[src/rtl/pixdiv_pkg.sv]
package pixdiv_pkg;
    typedef enum logic [1:0] {
        PH_IDLE = 2'd0,
        PH_LOW  = 2'd1,
        PH_HIGH = 2'd2
    } phase_e;
endpackage

[src/rtl/osc_edge_sense.sv]
// Synchronizes the oscillator and emits a one-cycle tick on either edge.
module osc_edge_sense #(
    parameter int SYNC_STAGES = 2
) (
    input  logic clk,
    input  logic rst_n,
    input  logic osc_in,
    output logic tick
);
    localparam int CHAIN_W = SYNC_STAGES + 1;

    logic [CHAIN_W-1:0] chain;

    generate
        for (genvar i = 0; i < CHAIN_W; i++) begin : g_stage
            if (i == 0) begin : g_first
                always_ff @(posedge clk or negedge rst_n) begin
                    if (!rst_n) chain[0] <= 1'b0;
                    else        chain[0] <= osc_in;
                end
            end else begin : g_next
                always_ff @(posedge clk or negedge rst_n) begin
                    if (!rst_n) chain[i] <= 1'b0;
                    else        chain[i] <= chain[i-1];
                end
            end
        end
    endgenerate

    // The newest synchronized level is compared with the one before it.
    assign tick = chain[CHAIN_W-1] ^ chain[CHAIN_W-2];
endmodule

[src/rtl/phase_counter.sv]
// Counts ticks within one phase against a target latched at phase entry.
module phase_counter #(
    parameter int CNT_W = 4
) (
    input  logic             clk,
    input  logic             rst_n,
    input  logic             load,
    input  logic [CNT_W-1:0] load_val,
    input  logic             en,
    input  logic             tick,
    output logic             done
);
    logic [CNT_W-1:0] cnt;
    logic [CNT_W-1:0] target;
    logic [CNT_W-1:0] cnt_inc;

    assign cnt_inc = cnt + 1'b1;
    // The tick that brings the count up to the target closes the phase.
    assign done    = en && tick && (cnt_inc >= target);

    always_ff @(posedge clk or negedge rst_n) begin
        if (!rst_n) begin
            cnt    <= '0;
            target <= '0;
        end else if (load) begin
            cnt    <= '0;
            target <= load_val;
        end else if (en && tick) begin
            cnt    <= cnt_inc;
        end
    end
endmodule

[src/rtl/osc_edge_divider.sv]
module osc_edge_divider #(
    parameter int CNT_W       = 4,
    parameter int SYNC_STAGES = 2
) (
    input  logic             clk,
    input  logic             rst_n,
    input  logic             osc_in,
    input  logic [CNT_W-1:0] low_count,
    input  logic [CNT_W-1:0] high_count,
    output logic             pix_clk
);
    import pixdiv_pkg::*;

    phase_e           state_q, state_d;
    logic             tick;
    logic             phase_done;
    logic             load;
    logic [CNT_W-1:0] load_val;
    logic             counts_ok;

    osc_edge_sense #(.SYNC_STAGES(SYNC_STAGES)) u_sense (
        .clk    (clk),
        .rst_n  (rst_n),
        .osc_in (osc_in),
        .tick   (tick)
    );

    phase_counter #(.CNT_W(CNT_W)) u_count (
        .clk      (clk),
        .rst_n    (rst_n),
        .load     (load),
        .load_val (load_val),
        .en       (state_q != PH_IDLE),
        .tick     (tick),
        .done     (phase_done)
    );

    assign counts_ok = (low_count != '0) && (high_count != '0);

    // Next state, plus loading the length of the phase being entered.
    always_comb begin
        state_d  = state_q;
        load     = 1'b0;
        load_val = low_count;
        unique case (state_q)
            PH_IDLE: begin
                if (counts_ok) begin
                    state_d = PH_LOW;
                    load    = 1'b1;
                end
            end
            PH_LOW: begin
                if (phase_done) begin
                    if (counts_ok) begin
                        state_d  = PH_HIGH;
                        load     = 1'b1;
                        load_val = high_count;
                    end else begin
                        state_d  = PH_IDLE;
                    end
                end
            end
            PH_HIGH: begin
                if (phase_done) begin
                    if (counts_ok) begin
                        state_d = PH_LOW;
                        load    = 1'b1;
                    end else begin
                        state_d = PH_IDLE;
                    end
                end
            end
            default: state_d = PH_IDLE;
        endcase
    end

    always_ff @(posedge clk or negedge rst_n) begin
        if (!rst_n) state_q <= PH_IDLE;
        else        state_q <= state_d;
    end

    // Registered output, updated on the same edge as the state.
    always_ff @(posedge clk or negedge rst_n) begin
        if (!rst_n) pix_clk <= 1'b0;
        else        pix_clk <= (state_d == PH_HIGH);
    end
endmodule

[config.mk]
export PLATFORM = sky130hd
export DESIGN_NAME = osc_edge_divider
export DESIGN_NICKNAME = d
export VERILOG_FILES = /design/src/rtl/pixdiv_pkg.sv /design/src/rtl/osc_edge_sense.sv /design/src/rtl/phase_counter.sv /design/src/rtl/osc_edge_divider.sv
export SDC_FILE = /design/constraint.sdc
export NUM_CORES = 1
export LEC_CHECK = 0
export BUFFER_PORTS_ARGS = -buffer_cell sky130_fd_sc_hd__buf_2
export CORE_MARGIN = 2
export CORE_UTILIZATION = 45
export DETAILED_ROUTE_END_ITERATION = 16
export GPL_ROUTABILITY_DRIVEN = 1
export PLACE_DENSITY = 0.61
export SLEW_MARGIN = 20
export SYNTH_ARGS = -nofsm -noshare
export SYNTH_HDL_FRONTEND = slang
export SYNTH_SLANG_ARGS = --single-unit
[constraint.sdc]
create_clock -name clk -period 3.98 [get_ports clk]
set_clock_uncertainty 0.05 [all_clocks]
set_input_delay 0.398 -clock clk [delete_from_list [all_inputs] [get_ports clk]]
set_output_delay 0.398 -clock clk [all_outputs]
set_load 0.05 [all_outputs]
Word level (Yosys, flattened, before mapping)
Cells that the tools add are included.

Eq/ne operators: 3. Reduce and logical (&&, ||, !) cells: 9. Order comparisons: 1. Add/subtract/negate cells: 1. Mux-type cells: 14. Multipliers: 0. Shifts and indexed selects: 0. Div/mod/pow operators: 0. Bitwise logic cells: 1.

Operators with widths (number): 2-to-1 mux 4 bit (5); 2-to-1 mux 2 bit (4); nonzero test 4 bit (2); case mux 2 bit (3 select lines) (1); adder 4 x 1 -> 4 bit, second input constant (1); equality test 2 bit, second input constant (2); >= comparator 4 bit (1); nonzero test 2 bit (2); logical AND 1 bit (3); 2-to-1 mux 1 bit (3); equality test 2 x 1 -> 1 bit, second input constant (1); zero test 2 bit (1); case mux 1 bit (2 select lines) (1); OR reduction 2 bit (1); bitwise XOR 1 bit (1).

Bits in writable memories: 0. Bits in read-only memories: 0. Memories: 0. Word-level logic and storage cells: 36. Bits in registers: 14. Output and inout bits: 1. Bits of input ports: 11. Latch bits: 0.

Longest topological paths before layout
Gate-level depths: netlist (run 1).

Word-level depth: 6. Depth in mapped cells: 8. Gate-level depth less buffers: 8.

By module
Synthesis (run 1) repeated with hierarchy kept, for this count alone.

Cell total of the unflattened synthesis: 80. Area, all modules: 840.8 sq um.

Modules (own cells, without submodules): phase_counter (cells each 44, area each 437.9 sq um, times used 1); osc_edge_divider (cells each 32, area each 319.1 sq um, times used 1); osc_edge_sense (cells each 4, area each 83.8 sq um, times used 1).

Worst setup path before layout (run 1)
Ideal clock, no wire load.

Kind: register to register. Start: reg u_count.cnt[0]. End: reg u_count.target[0]. Setup slack: 1618 ps. Arrival time: 2187 ps. Buffers on the path: 0. Cell stages (with the launch flop): 7. Library setup time: 125 ps. Cells stage by stage: dfrtp_1 -> ha_1 -> ha_1 -> a2111o_1 -> nand4_1 -> mux2_2 -> mux2_2.

Longest elaborated chain between the ends: 5.

RTL lines: start: declaration (line phase_counter.sv:13) `logic [CNT_W-1:0] cnt;`; start signal: assignment (line phase_counter.sv:29) `cnt <= cnt_inc;`; adder 4 x 1 -> 4 bit * (line phase_counter.sv:17) `assign cnt_inc = cnt + 1'b1;`; >= comparator 4 bit * (line phase_counter.sv:19) `assign done = en && tick && (cnt_inc >= target);`; logical AND 1 bit * (line phase_counter.sv:19); 2-to-1 mux 1 bit or 2-to-1 mux 4 bit (tied branches) (line osc_edge_divider.sv:64, osc_edge_divider.sv:53); case mux 1 bit (2 select lines) or 2-to-1 mux 4 bit (tied branches) (line osc_edge_divider.sv:45) `unique case (state_q)`; end signal: assignment (line phase_counter.sv:27) `target <= load_val;`; end: declaration (line phase_counter.sv:14) `logic [CNT_W-1:0] target;`.

Every way passes the cells marked *; elsewhere a longest branch is shown, timed or not. A chain may end at the register's enable or synchronous reset.

Worst setup path in the final report (run 1)
Same ends and word-level chain as after synthesis.

==> metrics, run 1 <==
worst path cell trace=ha_1 > ha_1 > a2111o_1 > nand4_1 > mux2_2 > mux2_2; Clock Power Share=about 15%; placeable core region=~1800 um^2; Num Clock Sinks=14; post-synthesis cell type count=29; routed wire length=between 1500 and 2000 um; Yosys reg bits=14; startpoint types=flop; commonest non-fill, non-tap cell in the layout=dfrtp_1; die area=approximately 2300 um^2; Non-Filler Instances=between 100 and 150; Final Setup Violations=0; Final HPWL DP=approximately 1200 um; setup ws final=approximately 1.5 ns; Post-synth ARST share=100%; normalized max-slew margin=69.7%; CTS Root Cell=clkbuf_4; Initial Utilization=48.9%; TNS Setup=0 ns; Final min period=2.47 ns; kind of critical path=flop to flop; largest net degree at the start of global routing=15; Switching Fraction=40.1%; share of layout cells above drive strength 1=about a quarter; Max IR drop VDD=roughly 0.35 mV; proportion of power drawn by combinational gates=approximately 52%; synthesis-to-finish area growth=15.4%; GRT Residual Overflow=0; std cell rows=15; Peak Freq=404 MHz; drt drc=0; Fin Hold WS=approximately 0.18 ns; ys flop type=dfrtp_1; initial antenna violation count=0; Post-Syn Instances=slightly above 80; NetSw=261 uW; register area share after synthesis=between 40 and 50%; Pwr Density=~650 nW/um^2; routed length per instance=around 13 um; Hold Vio Cnt, Final=0; Post-CTS Resized=0; Post-CTS Setup Inserts=0; DIE HEIGHT=between 40 and 50 um; CTS tree=done; number of I/O pins=12; Post-Route Utilization=a little under three fifths; critical path's top delay family=adder cells; Max Root-Sink Buffers=2; Slowest-stage cell, CP=dfrtp_1; 1st-iter DRT viols=3; max-cap viol count=0; RSZ-0062 raised after global routing=false; nets=~120; worst path bufs/invs=0; period utilization=between 60% and 70%; slowest stage delay, CP=approximately 0.42 ns; average size of a mapped cell=10.7 um^2; vias per inst=roughly 5.0; H-tree depth=1; crit path capture type=flop; Worst-path clk slew=roughly 0.080 ns; WP data arrival=around 2.6 ns; most frequent cells in the layout=14 x dfrtp_1, 11 x buf_2, 9 x ha_1; Pre-antenna DRT Iters=2; Max Slew Vio Count=0; Worst-Margin Slew=around 0.45 ns; Internal=a little under 400 uW; DR vias=about 600; Post-synth EDFFs=0; Routed Antenna Nets=0; Final Wtd Congestion=0.808; placed cell count=117; diodes inserted=0; vias in the first global route=635; pre-CTS setup slack=around 1.5 ns; syn nets=between 100 and 150; global-route wire length before repair=between 2000 and 3000 um; Synth Cell Area=~860 um^2; Crit path required time=slightly above 4 ns; Seq pwr share=between 30% and 40%; cell leakage power=about 0.00051 uW; status=complete, no violations; Die Wd=between 40 and 50 um; later-pin clock latency in the skew report=~0.28 ns; Warnings, synthesis=0; CTS Buf Count=3; crit-path max FO=4; IO buf count=11; HP Class=input pin to flop; GR Util All Layers=17.6%
cell usage after synthesis, drive strengths merged (2+ instances only):
library cell  count  area (um^2)
mux2i             7         70.1
inv               5         18.8
nor2              8         37.5
xnor2             4         35.0
ha                9          113
nor4              2         12.5
o21ai             2         13.8
nand3             2         10.0
nand2b            2         20.0
xor2              2         17.5
and3              3         28.8
nand2             7         26.3
dfrtp            14          350
nor3              2         10.0
mux2              2         22.5
worst register-to-register path: stages (launching register included):
cell,delay (ns)
dfrtp_1,0.42
ha_1,0.34
ha_1,0.28
a2111o_1,0.42
nand4_1,0.25
mux2_2,0.36
mux2_2,0.26
per-stage QoR:
stage	total power, uW	cell area (um^2)
after global routing	722	996
after global placement	553	950
after detailed placement	556	950
after floorplan	483	863
final	652	996
after CTS	659	996
what timing repair did:
item / CTS / global route
hold buffers: 1 / 0
endpoints found under the setup margin: 0 / 0
endpoints found under the hold margin: 14 / 0
cell type report:
cell class / count / area [um^2]
Multi-Input combinational cell: 62 / 494
Clock buffer: 4 / 36.3
Inverter: 5 / 18.8
Timing Repair Buffer: 12 / 65.1
Sequential cell: 14 / 350
Tap cell: 25 / 31.3
Fill cell: 174 / 768
per-layer routing:
layer  wire length [um]  track usage, %
met1                725            19.5
met2                703            30.4
met3                 74            5.66
met4                 27            8.11
met5                  0               0
cells by family after synthesis:
logic type | after synthesis | synth area share, %
fa+ha+maj | 9 | 13.0
compound gates | 8 | 7.54
mux | 9 | 10.7
simple gates | 30 | 19.9
xor+xnor | 6 | 6.09
flops | 14 | 40.6
buf+inv | 5 | 2.17
registers in the layout (all words and copies together), names as in the netlist:
name and count:
u_count.cnt 4, u_count.target 4, u_sense.chain 3, state_q 2, pix_clk 1
power by group through the flow:
| stage | registers (uW) | clock network, uW | logic [uW] |
|---|---|---|---|
| global route | 221 | 109 | 391 |
| CTS | 214 | 102 | 343 |
| global placement | 217 | 0 | 336 |
| floorplan | 218 | 0 | 265 |
| finish | 214 | 99.3 | 338 |
| detailed placement | 217 | 0 | 339 |
final timing paths:
path	startpoint	end	slack (ns)	cells after the start
setup / recovery	u_count.cnt[0]	u_count.target[0]	1.51	6
hold / removal	osc_in	u_sense.chain[0]	0.18	1
setup reg to reg	u_count.cnt[0]	u_count.target[0]	1.51	6
hold reg to reg	u_sense.chain[0]	u_sense.chain[1]	0.31	0
max in group asynchronous	rst_n	state_q[0]	3.17	2
min in group asynchronous	rst_n	u_count.target[0]	0.48	2
(Power assumes the default switching activity.)
==> inputs of run 2 (changes only) <==
Clock period 3.98 ns to 2.55 ns, I/O delays scaled along.
==> metrics, run 2 (synthesis results as in run 1) <==
crit-path max FO=4 (unchanged); number of I/O pins=12 (unchanged); Crit path required time=2.64 ns (was 4.10 ns); Largest regs=u_count.cnt (4), u_count.target (4), u_sense.chain (3) (unchanged); Seq. cell area=350 um^2 (unchanged); Multi-input gate area=494 um^2 (unchanged); WP data arrival=2.48 ns (was 2.59 ns); Seq pwr share=33.1% (was 32.8%); CTS tree=done (unchanged); Internal=596 uW (was 390 uW); slowest stage delay, CP=0.43 ns (was 0.42 ns); GR Util All Layers=16.9% (was 17.6%); CTS Root Cell=clkbuf_4 (unchanged); global-route wire length before repair=2590 um (was 2650 um); Post-CTS Resized=0 (unchanged); Max Root-Sink Buffers=2 (unchanged); synthesis-to-finish area growth=15.5% (was 15.4%); Slowest-stage cell, CP=dfrtp_1 (unchanged); Routed Antenna Nets=0 (unchanged); Peak Freq=419 MHz (was 404 MHz); Max IR drop VDD=0.566 mV (was 0.353 mV); RSZ-0062 raised after global routing=false (unchanged); period utilization=93.5% (was 62.2%); largest net degree at the start of global routing=15 (unchanged); Final Setup Violations=0 (unchanged); proportion of power drawn by combinational gates=55.2% (was 51.9%); Max Slew Vio Count=0 (unchanged); routed length per instance=12.2 um (was 12.5 um); NetSw=410 uW (was 261 uW); nets=120 (was 118); Clock Power Share=11.7% (was 15.2%); CTS Buf Count=3 (unchanged); critical path's top delay family=simple AND/OR/NAND/NOR gates (was adder cells); vias in the first global route=619 (was 635); Final HPWL DP=1210 um (was 1230 um); vias per inst=5.20 (was 5.02); IO buf count=11 (unchanged); share of layout cells above drive strength 1=24.5% (was 23.7%); DR vias=640 (was 613); crit path capture type=flop (unchanged); TNS Setup=0 ns (unchanged); Final min period=2.39 ns (was 2.47 ns); cell leakage power=0.000512 uW (was 0.000510 uW); Worst-path clk slew=0.08 ns (about the same); 1st-iter DRT viols=15 (was 3); placeable core region=1760 um^2 (unchanged); hold buffer count at cts=1 (unchanged); Filler cells=165 (was 174); pre-CTS setup slack=0.201 ns (was 1.51 ns); Die Wd=47.8 um (unchanged); Hold Vio Cnt, Final=0 (unchanged); status=complete, no violations (unchanged); worst path cell trace=ha_1 > ha_1 > a2111o_1 > and3_4 > and3_4 > or3_1 (was ha_1 > ha_1 > a2111o_1 > nand4_1 > mux2_2 > mux2_2); Worst-Margin Slew=0.485 ns (was 0.450 ns); normalized max-slew margin=67.3% (was 69.7%); std cell rows=15 (unchanged); setup ws final=0.165 ns (was 1.51 ns); Num Clock Sinks=14 (unchanged); initial antenna violation count=0 (unchanged); Pre-antenna DRT Iters=4 (was 2); diodes inserted=0 (unchanged); GRT Residual Overflow=0 (unchanged); drt drc=0 (unchanged); kind of critical path=flop to flop (unchanged); max-cap viol count=0 (unchanged); commonest non-fill, non-tap cell in the layout=dfrtp_1 (unchanged); most frequent cells in the layout=14 x dfrtp_1, 11 x buf_2, 9 x ha_1 (unchanged); Initial Utilization=48.9% (unchanged); Switching Fraction=40.7% (was 40.1%); startpoint types=flop (unchanged); Post-CTS Setup Inserts=0 (unchanged); H-tree depth=1 (unchanged); Pwr Density=1010 nW/um^2 (was 654 nW/um^2); DIE HEIGHT=47.8 um (unchanged); later-pin clock latency in the skew report=0.27 ns (was 0.28 ns); HP Class=input pin to flop (unchanged); routed wire length=1510 um (was 1530 um); Final Wtd Congestion=0.795 (was 0.808); die area=2280 um^2 (unchanged); worst path bufs/invs=0 (unchanged)
[run 2: cell count changes in the layout (fill, tap and decap cells not counted)]
cell      change
buf_4         +2
clkbuf_8      -1
[run 2: final cells by class]
cell class | instances | area share [%]
inverters | 5 | 1.88
multi-input cells | 62 | 49.6
clock buffers | 3 | 2.26
repair buffers | 14 | 8.03
well taps | 25 | 3.14
flip-flops and latches | 14 | 35.1
[run 2: metal layers]
layer	track usage (%)	up-vias	share of wire (%)
met1	18.5	297	45
met3	6.79	2	7.6
met4	3.24	0	0.53
li1	-	318	-
met2	30.7	23	46
met5	0	-	0
[run 2: final timing paths]
path | to | depth (start not counted) | startpoint | slack [ns]
setup / recovery | state_q[1] | 6 | u_count.cnt[0] | 0.16
hold / removal | u_sense.chain[0] | 1 | osc_in | 0.04
setup reg to reg | state_q[1] | 6 | u_count.cnt[0] | 0.16
hold reg to reg | u_sense.chain[1] | 0 | u_sense.chain[0] | 0.31
max in group asynchronous | u_sense.chain[2] | 2 | rst_n | 1.85
min in group asynchronous | u_count.target[1] | 2 | rst_n | 0.34
[run 2: worst register-to-register path: stages (launching register included)]
cell and delay (ns):
dfrtp_1 0.43, ha_1 0.34, ha_1 0.28, a2111o_1 0.43, and3_4 0.22, and3_4 0.17
or3_1 0.35
[run 2: metrics by stage]
stage | util, % | hold WS (ns) | power [uW] | std cells | cell area (um^2)
floorplan | - | -0.0906 | 754 | 81 | 863
global placement | 54.7 | 0.117 | 880 | 119 | 965
detailed placement | 54.7 | 0.117 | 888 | 119 | 965
CTS | 56.5 | 0.0297 | 1010 | 123 | 997
global route | 56.5 | 0.0146 | 1110 | 123 | 997
finish | 56.5 | 0.0423 | 1010 | 123 | 997
[run 2: power by group through the flow]
stage | combinational, uW | sequential (uW) | clock [uW]
final | 555 | 333 | 118
after global routing | 625 | 344 | 141
after CTS | 556 | 333 | 125
after detailed placement | 551 | 337 | 0
after global placement | 542 | 337 | 0
after floorplan | 414 | 340 | 0
==> inputs of run 3 (changes only) <==
Settings changed: CELL_PAD_IN_SITES_DETAIL_PLACEMENT set to 1, CELL_PAD_IN_SITES_GLOBAL_PLACEMENT set to 1, CORE_UTILIZATION 45 to 43, PLACE_DENSITY 0.61 to 0.72.
==> metrics, run 3 (synthesis results as in run 1) <==
status=complete, no violations (unchanged); Worst Hold Depth=1 (unchanged); period utilization=92.2% (was 93.5%); Pwr Density=1010 nW/um^2 (about the same); later-pin clock latency in the skew report=0.28 ns (was 0.27 ns); Final HPWL DP=1400 um (was 1210 um); Switching Fraction=41.2% (was 40.7%); Largest regs=u_count.cnt (4), u_count.target (4), u_sense.chain (3) (unchanged); worst reg-to-reg setup slack=0.20 ns (was 0.16 ns); nets=120 (unchanged); WP data arrival=2.45 ns (was 2.48 ns); Die Wd=48.8 um (was 47.8 um); Initial Utilization=44.9% (was 48.9%); Final Wtd Congestion=0.743 (was 0.795); Clock Power Share=11.5% (was 11.7%); Final Setup Violations=0 (unchanged); CTS Root Cell=clkbuf_4 (unchanged); Filler cells=240 (was 165); routed wire length=1690 um (was 1510 um); worst reg-to-reg path cell count=7 (was 6); most frequent cells in the layout=14 x dfrtp_1, 11 x buf_2, 9 x ha_1 (unchanged); Post-CTS Resized=0 (unchanged); die area=2380 um^2 (was 2280 um^2); normalized max-slew margin=64.0% (was 67.3%); synthesis-to-finish area growth=15.8% (was 15.5%); std cell rows=16 (was 15); Pre-antenna DRT Iters=3 (was 4); IO buf count=11 (unchanged); Worst-path clk slew=0.08 ns (about the same); Max Root-Sink Buffers=2 (unchanged); Worst Hold Launch=osc_in (unchanged); CTS Buf Count=3 (unchanged); crit-path max FO=4 (unchanged); GRT Residual Overflow=0 (unchanged); Crit path required time=2.65 ns (was 2.64 ns); TNS Setup=0 ns (unchanged); Routed Antenna Nets=0 (unchanged); kind of critical path=flop to flop (unchanged); diodes inserted=0 (unchanged); initial antenna violation count=0 (unchanged); DR vias=643 (was 640); Hold Vio Cnt, Final=0 (unchanged); CTS tree=done (unchanged); DIE HEIGHT=48.8 um (was 47.8 um); global-route wire length before repair=3150 um (was 2590 um); 1st-iter DRT viols=5 (was 15); proportion of power drawn by combinational gates=55.3% (was 55.2%); worst r2r dst=state_q[1] (unchanged); HP Class=input pin to flop (unchanged); Peak Freq=425 MHz (was 419 MHz); share of layout cells above drive strength 1=24.5% (unchanged); H-tree depth=1 (unchanged); Seq pwr share=33.2% (was 33.1%); Max IR drop VDD=0.472 mV (was 0.566 mV); largest net degree at the start of global routing=15 (unchanged); startpoint types=flop (unchanged); drt drc=0 (unchanged); routed length per instance=13.5 um (was 12.2 um); GR Util All Layers=17.4% (was 16.9%); RSZ-0062 raised after global routing=false (unchanged); Max Slew Vio Count=0 (unchanged); Final min period=2.35 ns (was 2.39 ns); commonest non-fill, non-tap cell in the layout=dfrtp_1 (unchanged); placeable core region=1920 um^2 (was 1760 um^2); Num Clock Sinks=14 (unchanged); cell leakage power=0.000512 uW (unchanged); WHS Endpoint=u_sense.chain[0] (unchanged); Internal=597 uW (was 596 uW); PnR Total Power=1010 uW (about the same); vias in the first global route=697 (was 619); Worst-Margin Slew=0.535 ns (was 0.485 ns); vias per inst=5.14 (was 5.20); worst r2r src=u_count.cnt[0] (unchanged); max-cap viol count=0 (unchanged); number of I/O pins=12 (unchanged); crit path capture type=flop (unchanged); NetSw=418 uW (was 410 uW)
-- run 3: cell counts in the layout (fill, tap and decap cells not counted) --
No cell type changed its count.
-- run 3: timing repair --
action                                  CTS  global route
buffers inserted                          0             0
endpoints found under the setup margin    0             0
endpoints found under the hold margin    14             0
hold buffers                              1             0
-- run 3: worst max-delay path by stage --
stage                   start  depth (start not counted)  slack [ns]           endpoint
2_1_floorplan  u_count.cnt[0]                          6        0.19  u_count.target[0]
3_3_place_gp   u_count.cnt[0]                          7        0.24  u_count.target[0]
3_5_place_dp   u_count.cnt[0]                          7        0.19  u_count.target[0]
4_1_cts        u_count.cnt[0]                          7        0.19  u_count.target[0]
5_1_grt        u_count.cnt[0]                          7        0.06  u_count.target[0]
6_report       u_count.cnt[0]                          7        0.20         state_q[1]
-- run 3: per-layer routing --
layer | track usage (%) | part of all wire (%)
met1 | 20.3 | 44
met5 | 0 | 0
met2 | 31.3 | 50
met3 | 4.91 | 4.5
met4 | 4.29 | 1.4
-- run 3: final cells by class --
cell class | count | area (um^2) | share of cell area [%]
Timing Repair Buffer | 14 | 80.1 | 8.01
Tap cell | 27 | 33.8 | 3.38
Multi-Input combinational cell | 62 | 494 | 49.4
Clock buffer | 3 | 22.5 | 2.25
Sequential cell | 14 | 350 | 35.0
Inverter | 5 | 18.8 | 1.88
-- run 3: through the flow --
step | std cells | util, % | hold slack (ns) | setup WS [ns] | area, um^2
floorplan | 81 | - | -0.0906 | 0.188 | 863
global placement | 121 | 50.3 | 0.118 | 0.242 | 967
detailed placement | 121 | 50.3 | 0.117 | 0.194 | 967
CTS | 125 | 52.0 | 0.0229 | 0.186 | 1000
global route | 125 | 52.0 | 0.0215 | 0.0583 | 1000
finish | 125 | 52.0 | 0.0357 | 0.198 | 1000
-- run 3: critical path, cell delays in order (launching register included) --
cell	delay (ns)
dfrtp_1	0.43
ha_1	0.24
xor2_1	0.15
ha_1	0.20
a2111o_1	0.44
and3_4	0.22
and3_4	0.17
or3_1	0.33
-- run 3: power groups by stage --
stage                     registers (uW)  clock network (uW)  logic [uW]
final                                337                 117         561
after global placement               337                   0         548
after global routing                 350                 134         636
after floorplan                      340                   0         414
after detailed placement             342                   0         569
after CTS                            338                 124         572
